[config.mk]
export PLATFORM = sky130hd
export DESIGN_NAME = refcap_ctrl
export DESIGN_NICKNAME = d
export VERILOG_FILES = /design/src/rtl/refcap_pkg.sv /design/src/rtl/refcap_edge.sv /design/src/rtl/refcap_ram.sv /design/src/rtl/refcap_fsm.sv /design/src/rtl/refcap_ctrl.sv
export SDC_FILE = /design/constraint.sdc
export NUM_CORES = 1
export LEC_CHECK = 0
export CORE_ASPECT_RATIO = 0.8
export CORE_UTILIZATION = 63
export CTS_BUF_LIST = sky130_fd_sc_hd__clkbuf_16
export CTS_CLUSTER_DIAMETER = 50
export CTS_CLUSTER_SIZE = 16
export DETAILED_ROUTE_END_ITERATION = 10
export PLACE_DENSITY = 0.91
export SLEW_MARGIN = 40
export SYNTH_ARGS = -nofsm -noshare
export SYNTH_HDL_FRONTEND = slang
export SYNTH_SLANG_ARGS = --single-unit
[constraint.sdc]
create_clock -name clk -period 5.1 [get_ports clk]
set_input_delay 1.275 -clock clk [delete_from_list [all_inputs] [get_ports clk]]
set_output_delay 1.275 -clock clk [all_outputs]
set_load 0.02 [all_outputs]
[src/rtl/refcap_pkg.sv]
package refcap_pkg;
  typedef enum logic [2:0] {
    ST_IDLE,
    ST_WAIT,
    ST_PRE,
    ST_POST,
    ST_DONE
  } cap_state_e;

  localparam int NEV    = 3;
  localparam int EV_SMP = 0;
  localparam int EV_STA = 1;
  localparam int EV_REF = 2;
endpackage

[src/rtl/refcap_edge.sv]
module refcap_edge (
  input  logic clk,
  input  logic rst_n,
  input  logic sig,
  input  logic fall_sel,
  output logic ev
);
  logic prev_q;

  always_ff @(posedge clk) begin
    if (!rst_n) prev_q <= 1'b0;
    else        prev_q <= sig;
  end

  assign ev = fall_sel ? (prev_q & ~sig) : (~prev_q & sig);
endmodule

[src/rtl/refcap_ram.sv]
module refcap_ram #(
  parameter int DW    = 8,
  parameter int DEPTH = 16,
  parameter int AW    = $clog2(DEPTH)
) (
  input  logic          clk,
  input  logic          we,
  input  logic [AW-1:0] waddr,
  input  logic [DW-1:0] wdata,
  input  logic          re,
  input  logic [AW-1:0] raddr,
  output logic [DW-1:0] rdata
);
  logic [DW-1:0] mem [DEPTH];

  always_ff @(posedge clk) begin
    if (we) mem[waddr] <= wdata;
    if (re) rdata <= mem[raddr];
  end
endmodule

[src/rtl/refcap_fsm.sv]
module refcap_fsm
  import refcap_pkg::*;
#(
  parameter int DEPTH = 16,
  parameter int AW    = $clog2(DEPTH),
  parameter int CW    = $clog2(DEPTH + 1)
) (
  input  logic          clk,
  input  logic          rst_n,
  input  logic          arm,
  input  logic          start_ev,
  input  logic          ref_ev,
  input  logic          smp_ev,
  input  logic          paused,
  input  logic [CW-1:0] cfg_len,
  input  logic [CW-1:0] cfg_pre,
  output logic          wr_en,
  output logic [AW-1:0] wr_addr,
  output cap_state_e    state,
  output logic [AW-1:0] start_idx,
  output logic          done,
  output logic          overflow
);
  logic [AW-1:0] wp_q, wp_nxt;
  logic [CW-1:0] fill_q, post_q;
  logic          smp_ok, at_last, ref_ok, collecting;

  assign smp_ok     = smp_ev && !paused;
  assign collecting = (state == ST_PRE) || (state == ST_POST);
  assign at_last    = (CW'(wp_q) == cfg_len - CW'(1));
  assign wp_nxt     = at_last ? '0 : wp_q + AW'(1);
  assign ref_ok     = ref_ev && (fill_q >= cfg_pre);
  assign wr_en      = smp_ok && collecting && !arm;
  assign wr_addr    = wp_q;

  always_ff @(posedge clk) begin
    if (!rst_n) begin
      state     <= ST_IDLE;
      wp_q      <= '0;
      fill_q    <= '0;
      post_q    <= '0;
      start_idx <= '0;
      done      <= 1'b0;
      overflow  <= 1'b0;
    end else if (arm) begin
      state    <= ST_WAIT;
      wp_q     <= '0;
      fill_q   <= '0;
      post_q   <= '0;
      done     <= 1'b0;
      overflow <= 1'b0;
    end else begin
      case (state)
        ST_WAIT: if (start_ev) state <= ST_PRE;
        ST_PRE: begin
          if (smp_ok) begin
            wp_q <= wp_nxt;
            if (fill_q == cfg_len) overflow <= 1'b1;
            else                   fill_q   <= fill_q + CW'(1);
          end
          if (ref_ok) begin
            state  <= ST_POST;
            post_q <= cfg_len - cfg_pre;
          end
        end
        ST_POST: begin
          if (smp_ok) begin
            wp_q   <= wp_nxt;
            post_q <= post_q - CW'(1);
            if (post_q == CW'(1)) begin
              state     <= ST_DONE;
              done      <= 1'b1;
              start_idx <= wp_nxt;
            end
          end
        end
        default: ;
      endcase
    end
  end
endmodule

[src/rtl/refcap_ctrl.sv]
module refcap_ctrl
  import refcap_pkg::*;
#(
  parameter int DW    = 8,
  parameter int DEPTH = 16,
  parameter int AW    = $clog2(DEPTH),
  parameter int CW    = $clog2(DEPTH + 1)
) (
  input  logic          clk,
  input  logic          rst_n,
  input  logic          arm,
  input  logic          start_trig,
  input  logic          start_fall,
  input  logic          ref_trig,
  input  logic          ref_fall,
  input  logic          smp_clk,
  input  logic          smp_fall,
  input  logic          pause_in,
  input  logic          pause_high,
  input  logic [CW-1:0] cfg_len,
  input  logic [CW-1:0] cfg_pre,
  input  logic [DW-1:0] smp_data,
  output logic          busy,
  output logic          done,
  output logic          overflow,
  output logic [AW-1:0] start_idx,
  input  logic          rd_valid,
  output logic          rd_ready,
  input  logic [AW-1:0] rd_addr,
  output logic [DW-1:0] rd_data,
  output logic          rd_data_valid
);
  logic [NEV-1:0] sig_vec, fall_vec, ev_vec;
  cap_state_e     state;
  logic           wr_en, rd_fire;
  logic [AW-1:0]  wr_addr;

  assign sig_vec  = {ref_trig, start_trig, smp_clk};
  assign fall_vec = {ref_fall, start_fall, smp_fall};

  for (genvar g = 0; g < NEV; g++) begin : g_edge
    refcap_edge u_edge (
      .clk      (clk),
      .rst_n    (rst_n),
      .sig      (sig_vec[g]),
      .fall_sel (fall_vec[g]),
      .ev       (ev_vec[g])
    );
  end

  refcap_fsm #(.DEPTH(DEPTH), .AW(AW), .CW(CW)) u_fsm (
    .clk       (clk),
    .rst_n     (rst_n),
    .arm       (arm),
    .start_ev  (ev_vec[EV_STA]),
    .ref_ev    (ev_vec[EV_REF]),
    .smp_ev    (ev_vec[EV_SMP]),
    .paused    (pause_in == pause_high),
    .cfg_len   (cfg_len),
    .cfg_pre   (cfg_pre),
    .wr_en     (wr_en),
    .wr_addr   (wr_addr),
    .state     (state),
    .start_idx (start_idx),
    .done      (done),
    .overflow  (overflow)
  );

  assign busy     = (state == ST_PRE) || (state == ST_POST);
  assign rd_ready = !busy;
  assign rd_fire  = rd_valid && rd_ready;

  refcap_ram #(.DW(DW), .DEPTH(DEPTH), .AW(AW)) u_ram (
    .clk   (clk),
    .we    (wr_en),
    .waddr (wr_addr),
    .wdata (smp_data),
    .re    (rd_fire),
    .raddr (rd_addr),
    .rdata (rd_data)
  );

  always_ff @(posedge clk) begin
    if (!rst_n) rd_data_valid <= 1'b0;
    else        rd_data_valid <= rd_fire;
  end
endmodule

==> impl_metrics.json, run 1 <==
{
  "status": "finished clean",
  "numCtsBuffers": 17,
  "clock_skew_ns": 0.0161,
  "pin_count": 51,
  "gr-total-overflow": 0,
  "cp_data_required_time_ns": 5.42,
  "clk_pin_slew_ns": 0.06,
  "drive_gt1_share_pct": 20.6,
  "syn_area_sq_um": 7010,
  "synth.area.mux_share_pct": 12.9,
  "cp_cell_sequence": "clkdlybuf4s50_1 -> inv_1 -> ha_1 -> xor2_1 -> o221ai_1 -> o2111ai_1 -> nand2_1 -> o32ai_1",
  "cts_setup_buffers": 0,
  "cts_buffer_depth": 2,
  "dpl_worst_slack_ns": 1.41,
  "port_buffers": 50,
  "fp.dieW_um": 120,
  "hp-class": "flip-flop to flip-flop",
  "synth-xor-area-share_pct": 2.62,
  "worstPathArrival_ns": 3.70,
  "critPathLaunch": "cfg_len[0]",
  "drc": 0,
  "r2r-start": "u_fsm.fill_q[0]",
  "synthCells": 427,
  "slowest_delay_ns": 0.64,
  "setup_ws_ns": 1.72,
  "rrSetupSlack_ns": 2.62,
  "postCtsResizedCells": 0,
  "routed_via_density": 6.93,
  "syn_nets": 479,
  "grt_pass1_vias": 4381,
  "placed_cells": 621,
  "period_needed_ns": 3.38,
  "fin_total_pwr_mw": 2.88,
  "cp_slowest_cell": "o2111ai_1",
  "power.density_nw_per_um2": 345,
  "fin_nets": 548,
  "synth_fa_ha_area_share_pct": 3.32,
  "r2r_cells": 7,
  "setup-tns-final_ns": 0,
  "cts_tree": "done",
  "route.vias.total": 4528,
  "final_cell_mix": "edfxtp_1 (136), clkdlybuf4s50_1 (49), mux4_2 (40)",
  "yosys_warnings": 0,
  "core_area_sq_um": 10800,
  "first_pass_iters": 7,
  "antenna_found_initial": 0,
  "synthFlopType": "edfxtp_1",
  "end_kind": "flip-flop",
  "synth_edf_count": 136,
  "final_util_pct": 76.9,
  "yosysSeqAreaShare_pct": 66.0,
  "cts.sinks": 163,
  "die_h_um": 96.3,
  "maxCapViolations": 0,
  "htree_levels": 4,
  "n_antenna_cell": 0,
  "finalSetupViolations": 0,
  "ys_types": 58,
  "grt_pass1_wl_um": 26500,
  "worst_pin_slew_ns": 0.858,
  "reg2reg_to": "u_fsm.state[0]",
  "final_antenna_net_count": 0,
  "final_cells": 653,
  "finalHoldViolations": 0,
  "grt_max_degree": 33,
  "drt_iter0_drc": 853,
  "cts_hold_buffers": 0,
  "dpl.hpwl_um": 11400,
  "layout_commonest_cell": "edfxtp_1",
  "routabilityCongestion": 0.892,
  "synth_area_per_cell_sq_um": 16.4,
  "ys_seq_elements": 163,
  "finalCritPeriodShare_pct": 66.4,
  "synth_compound_area_share_pct": 4.82,
  "path_buf_inv": 2,
  "worstSetupPathDepth": 8,
  "ir_drop_uv": 234,
  "dieArea_sq_um": 11600,
  "maxSlewHeadroom_pct": 42.0,
  "start_kind": "input pin",
  "grtUsageTotal_pct": 33.0,
  "cts_root_buf": "clkbuf_16",
  "cp_max_fo": 5,
  "crit_type": "input pin to flip-flop",
  "leakagePower_nw": 2.74,
  "rsz0062_at_grt": "false",
  "endpoint": "u_fsm.start_idx[2]",
  "std_cell_rows": 34,
  "area_growth_pct": 19.0,
  "slew_violations": 0,
  "wl_per_cell_um": 27.2,
  "critPathTopFamily": "compound AO/OA/AOI/OAI gates",
  "synth_top_family_by_area": "multiplexers",
  "wirelength_um": 17800,
  "holdPathStages": 2,
  "worstSkewPairLatency_ns": 0.43,
  "async_reset_ff_share_pct": 0,
  "synthSimpleGateAreaFrac_pct": 8.27,
  "start_util_pct": 64.6,
  "fmax_mhz": 295
}
[worst min-delay path by stage]
stage                            start                  to  slack, ns
finish              u_fsm.start_idx[1]  u_fsm.start_idx[1]       0.52
global route        u_fsm.start_idx[1]  u_fsm.start_idx[1]       0.53
CTS                 u_fsm.start_idx[1]  u_fsm.start_idx[1]       0.51
detailed placement  u_fsm.start_idx[3]  u_fsm.start_idx[3]       0.47
global placement            u_fsm.done          u_fsm.done       0.46
floorplan               u_fsm.state[2]      u_fsm.state[2]       0.49
[worst min-delay path, cell delays in order, from the launching register on]
cell,delay [ns]
dfxtp_1,0.33
nand2_1,0.07
o22ai_1,0.07
[cells in the mapped netlist, types with 2 or more instances]
| library cell | number | share of area, % |
|---|---|---|
| o22ai_1 | 4 | 0.36 |
| dfxtp_1 | 27 | 7.7 |
| and3_1 | 2 | 0.18 |
| nor3_1 | 14 | 1.0 |
| o32ai_1 | 2 | 0.25 |
| a221oi_1 | 2 | 0.25 |
| clkbuf_1 | 9 | 0.48 |
| buf_1 | 2 | 0.11 |
| mux4_2 | 40 | 13 |
| nor2_1 | 24 | 1.3 |
| nand2b_1 | 8 | 0.71 |
| xnor2_1 | 12 | 1.5 |
| o2111ai_1 | 2 | 0.25 |
| nand2_1 | 16 | 0.86 |
| or3_1 | 2 | 0.18 |
| and2_1 | 4 | 0.36 |
| nor3b_1 | 3 | 0.32 |
| a21oi_1 | 11 | 0.79 |
| o21ai_0 | 6 | 0.43 |
| edfxtp_1 | 136 | 58 |
| buf_2 | 4 | 0.29 |
| nand3_1 | 7 | 0.50 |
| ha_1 | 17 | 3.0 |
| a211oi_1 | 4 | 0.43 |
| o21a_1 | 2 | 0.21 |
| inv_1 | 17 | 0.91 |
| xor2_1 | 9 | 1.1 |
| nor4_1 | 8 | 0.71 |
| nand3b_1 | 4 | 0.43 |
[state kept, by name, summed over array words and instances (netlist names)]
| register | cells |
|---|---|
| u_fsm.done | 1 |
| u_fsm.state | 3 |
| u_fsm.post_q | 5 |
| u_ram.mem | 128 |
| u_fsm.start_idx | 4 |
| u_fsm.fill_q | 5 |
| g_edge.u_edge.prev_q | 3 |
| u_fsm.overflow | 1 |
| u_ram.rdata | 8 |
| u_fsm.wr_addr | 4 |
| rd_data_valid | 1 |
[where the power goes]
part / internal [mW] / switching, mW / total [mW]
logic: 0.0863 / 0.101 / 0.187
clock network: 0.684 / 0.554 / 1.24
registers: 1.45 / 0.00484 / 1.45
total: 2.22 / 0.659 / 2.88
[cell families (layout without fill, tap and decap cells)]
kind of cell    count (synthesis)  count (layout)
compound gates                 47              47
flops                         163             163
fa+ha+maj                      18              18
buf+inv                        35             117
xor+xnor                       21              21
mux                            40              40
simple gates                  103             103
[layout make-up]
| class | count | area [sq um] |
|---|---|---|
| clock buffer | 17 | 425 |
| clock inverter | 15 | 148 |
| fill | 523 | 2510 |
| inverter | 18 | 68.8 |
| multi-input combinational | 229 | 2270 |
| sequential | 163 | 4620 |
| tap | 144 | 180 |
| timing repair buffer | 67 | 623 |
[routing by layer]
metal | vias to the layer above | track usage, % | wire (um)
met3 | 88 | 9.36 | 2030
met5 | - | 0 | 0
met2 | 419 | 51.1 | 8530
li1 | 1824 | - | -
met4 | 0 | 15.9 | 739
met1 | 2197 | 43.6 | 6500
[per-stage QoR]
stage / area, sq um / hold WS [ns]
6_report: 8340 / 0.516
3_5_place_dp: 7770 / 0.473
5_1_grt: 8340 / 0.531
2_1_floorplan: 7010 / 0.493
4_1_cts: 8340 / 0.513
3_3_place_gp: 7740 / 0.457
Power figures use the tool's default switching activity.
==> run 2: changes to the inputs <==
Settings changed: CORE_UTILIZATION 63 to 58, PLACE_DENSITY 0.91 to 0.85.
Clock period 5.1 ns to 3.2 ns, I/O delays scaled along.
==> run 2 against run 1 <==
- largest power group unchanged
- sequential cell count did not move
- die area rose by 8.5%
- cell area grew 1.1%
- total power up 67%
- via count decreased by 5.0%
- first-iteration DRC count shrank 30%
- worst setup slack worse by 1.2 ns
- critical path depth shrank 5
- the flow now finishes with violations (design-rule violations)
- sequential power increased by 60%
- clock skew down 0.0065 ns
==> impl_metrics.json, run 2 (same netlist as run 1, synthesis figures left out) <==
{
  "grtUsageTotal_pct": 27.5,
  "drive_gt1_share_pct": 20.3,
  "cts_tree": "done",
  "clock_skew_ns": 0.00955,
  "route.vias.total": 4303,
  "cts_buffer_depth": 2,
  "postCtsResizedCells": 0,
  "violations": "design-rule violations",
  "wl_per_cell_um": 24.4,
  "gr-total-overflow": 0,
  "final_antenna_net_count": 0,
  "setup_ws_ns": 0.535,
  "dpl_worst_slack_ns": 0.0913,
  "cp_data_required_time_ns": 2.40,
  "cts_setup_buffers": 0,
  "r2r-start": "u_fsm.fill_q[0]",
  "cts_root_buf": "clkbuf_16",
  "slowest_delay_ns": 0.58,
  "start_util_pct": 60.2,
  "worstPathArrival_ns": 1.86,
  "cp_slowest_cell": "clkdlybuf4s50_1",
  "n_antenna_cell": 0,
  "end_kind": "primary output",
  "antenna_found_initial": 0,
  "holdWs_ns": 0.482,
  "routabilityCongestion": 0.923,
  "period_needed_ns": 2.66,
  "fin_total_pwr_mw": 4.80,
  "crit_type": "flip-flop to primary output",
  "ir_drop_uv": 402,
  "port_buffers": 50,
  "layout_commonest_cell": "edfxtp_1",
  "finalCritPeriodShare_pct": 83.3,
  "cts_hold_buffers": 0,
  "pin_count": 51,
  "leakagePower_nw": 2.80,
  "critPathLaunch": "u_fsm.state[1]",
  "rsz0062_at_grt": "false",
  "drc": 8,
  "setup-tns-final_ns": 0,
  "final_util_pct": 72.4,
  "first_pass_iters": 8,
  "worstSkewPairLatency_ns": 0.42,
  "fp.dieW_um": 125,
  "area_growth_pct": 20.3,
  "fin_nets": 552,
  "std_cell_rows": 35,
  "grt_max_degree": 33,
  "power.density_nw_per_um2": 569,
  "largest_reg_flops": 128,
  "cp_max_fo": 7,
  "grt_pass1_wl_um": 24300,
  "cts.sinks": 163,
  "worst_pin_slew_ns": 0.622,
  "grt_pass1_vias": 4135,
  "drt_iter0_drc": 593,
  "fmax_mhz": 375,
  "status": "finished, violations left",
  "finalSetupViolations": 0,
  "final_cell_mix": "edfxtp_1 (136), clkdlybuf4s50_1 (49), mux4_2 (40)",
  "core_area_sq_um": 11600,
  "top_register": "u_ram.mem",
  "wirelength_um": 16100,
  "maxCapViolations": 0,
  "clk_pin_slew_ns": 0.06,
  "finalHoldViolations": 0,
  "maxSlewHeadroom_pct": 57.9,
  "routed_via_density": 6.51,
  "min-delay-start": "u_fsm.done",
  "die_h_um": 100,
  "htree_levels": 4,
  "slew_violations": 0,
  "numCtsBuffers": 17,
  "dpl.hpwl_um": 10100,
  "top_regs": "u_ram.mem: 128 flops, u_ram.rdata: 8 flops",
  "dieArea_sq_um": 12500,
  "hp-class": "flip-flop to flip-flop",
  "cp_cell_sequence": "nor2b_2 -> clkinv_2 -> clkdlybuf4s50_1",
  "start_kind": "flip-flop"
}
run 2: area by class of cell:
type	instances	area, sq um
Timing Repair Buffer	71	678
Fill cell	687	3220
Inverter	18	68.8
Clock inverter	15	213
Clock buffer	17	425
Tap cell	148	185
Multi-Input combinational cell	229	2230
Sequential cell	163	4620
run 2: path summary, 6_finish.rpt:
check / slack [ns] / cells past startpoint / to
hold / removal: 0.48 / 2 / u_fsm.done
setup reg to reg: 0.89 / 7 / u_fsm.post_q[2]
hold reg to reg: 0.48 / 2 / u_fsm.done
setup / recovery: 0.54 / 3 / rd_ready
run 2: stage by stage:
stage	instances	instance area, sq um
3_3_place_gp	629	7790
4_1_cts	661	8430
6_report	661	8430
5_1_grt	661	8430
2_1_floorplan	427	7010
3_5_place_dp	629	7790
run 2: where the power goes:
part	switching (mW)	leakage, nW	internal, mW
logic	0.151	1.05	0.143
registers	0.00532	1.45	2.31
clock network	0.813	0.310	1.38
total	0.969	2.80	3.83
run 2: routing by layer:
layer | track usage, % | up-vias | wire, um
li1 | - | 1831 | -
met1 | 37.3 | 2156 | 6630
met2 | 43.6 | 279 | 7660
met3 | 7.09 | 37 | 1480
met4 | 10.5 | 0 | 388
met5 | 0 | - | 0
run 2: critical path, delay by kind of cell (launching register included):
| family | cells | cell delay [ns] |
|---|---|---|
| DFF | 1 | 0.38 |
| and+or+nand+nor | 1 | 0.29 |
| buffers and inverters | 2 | 0.77 |
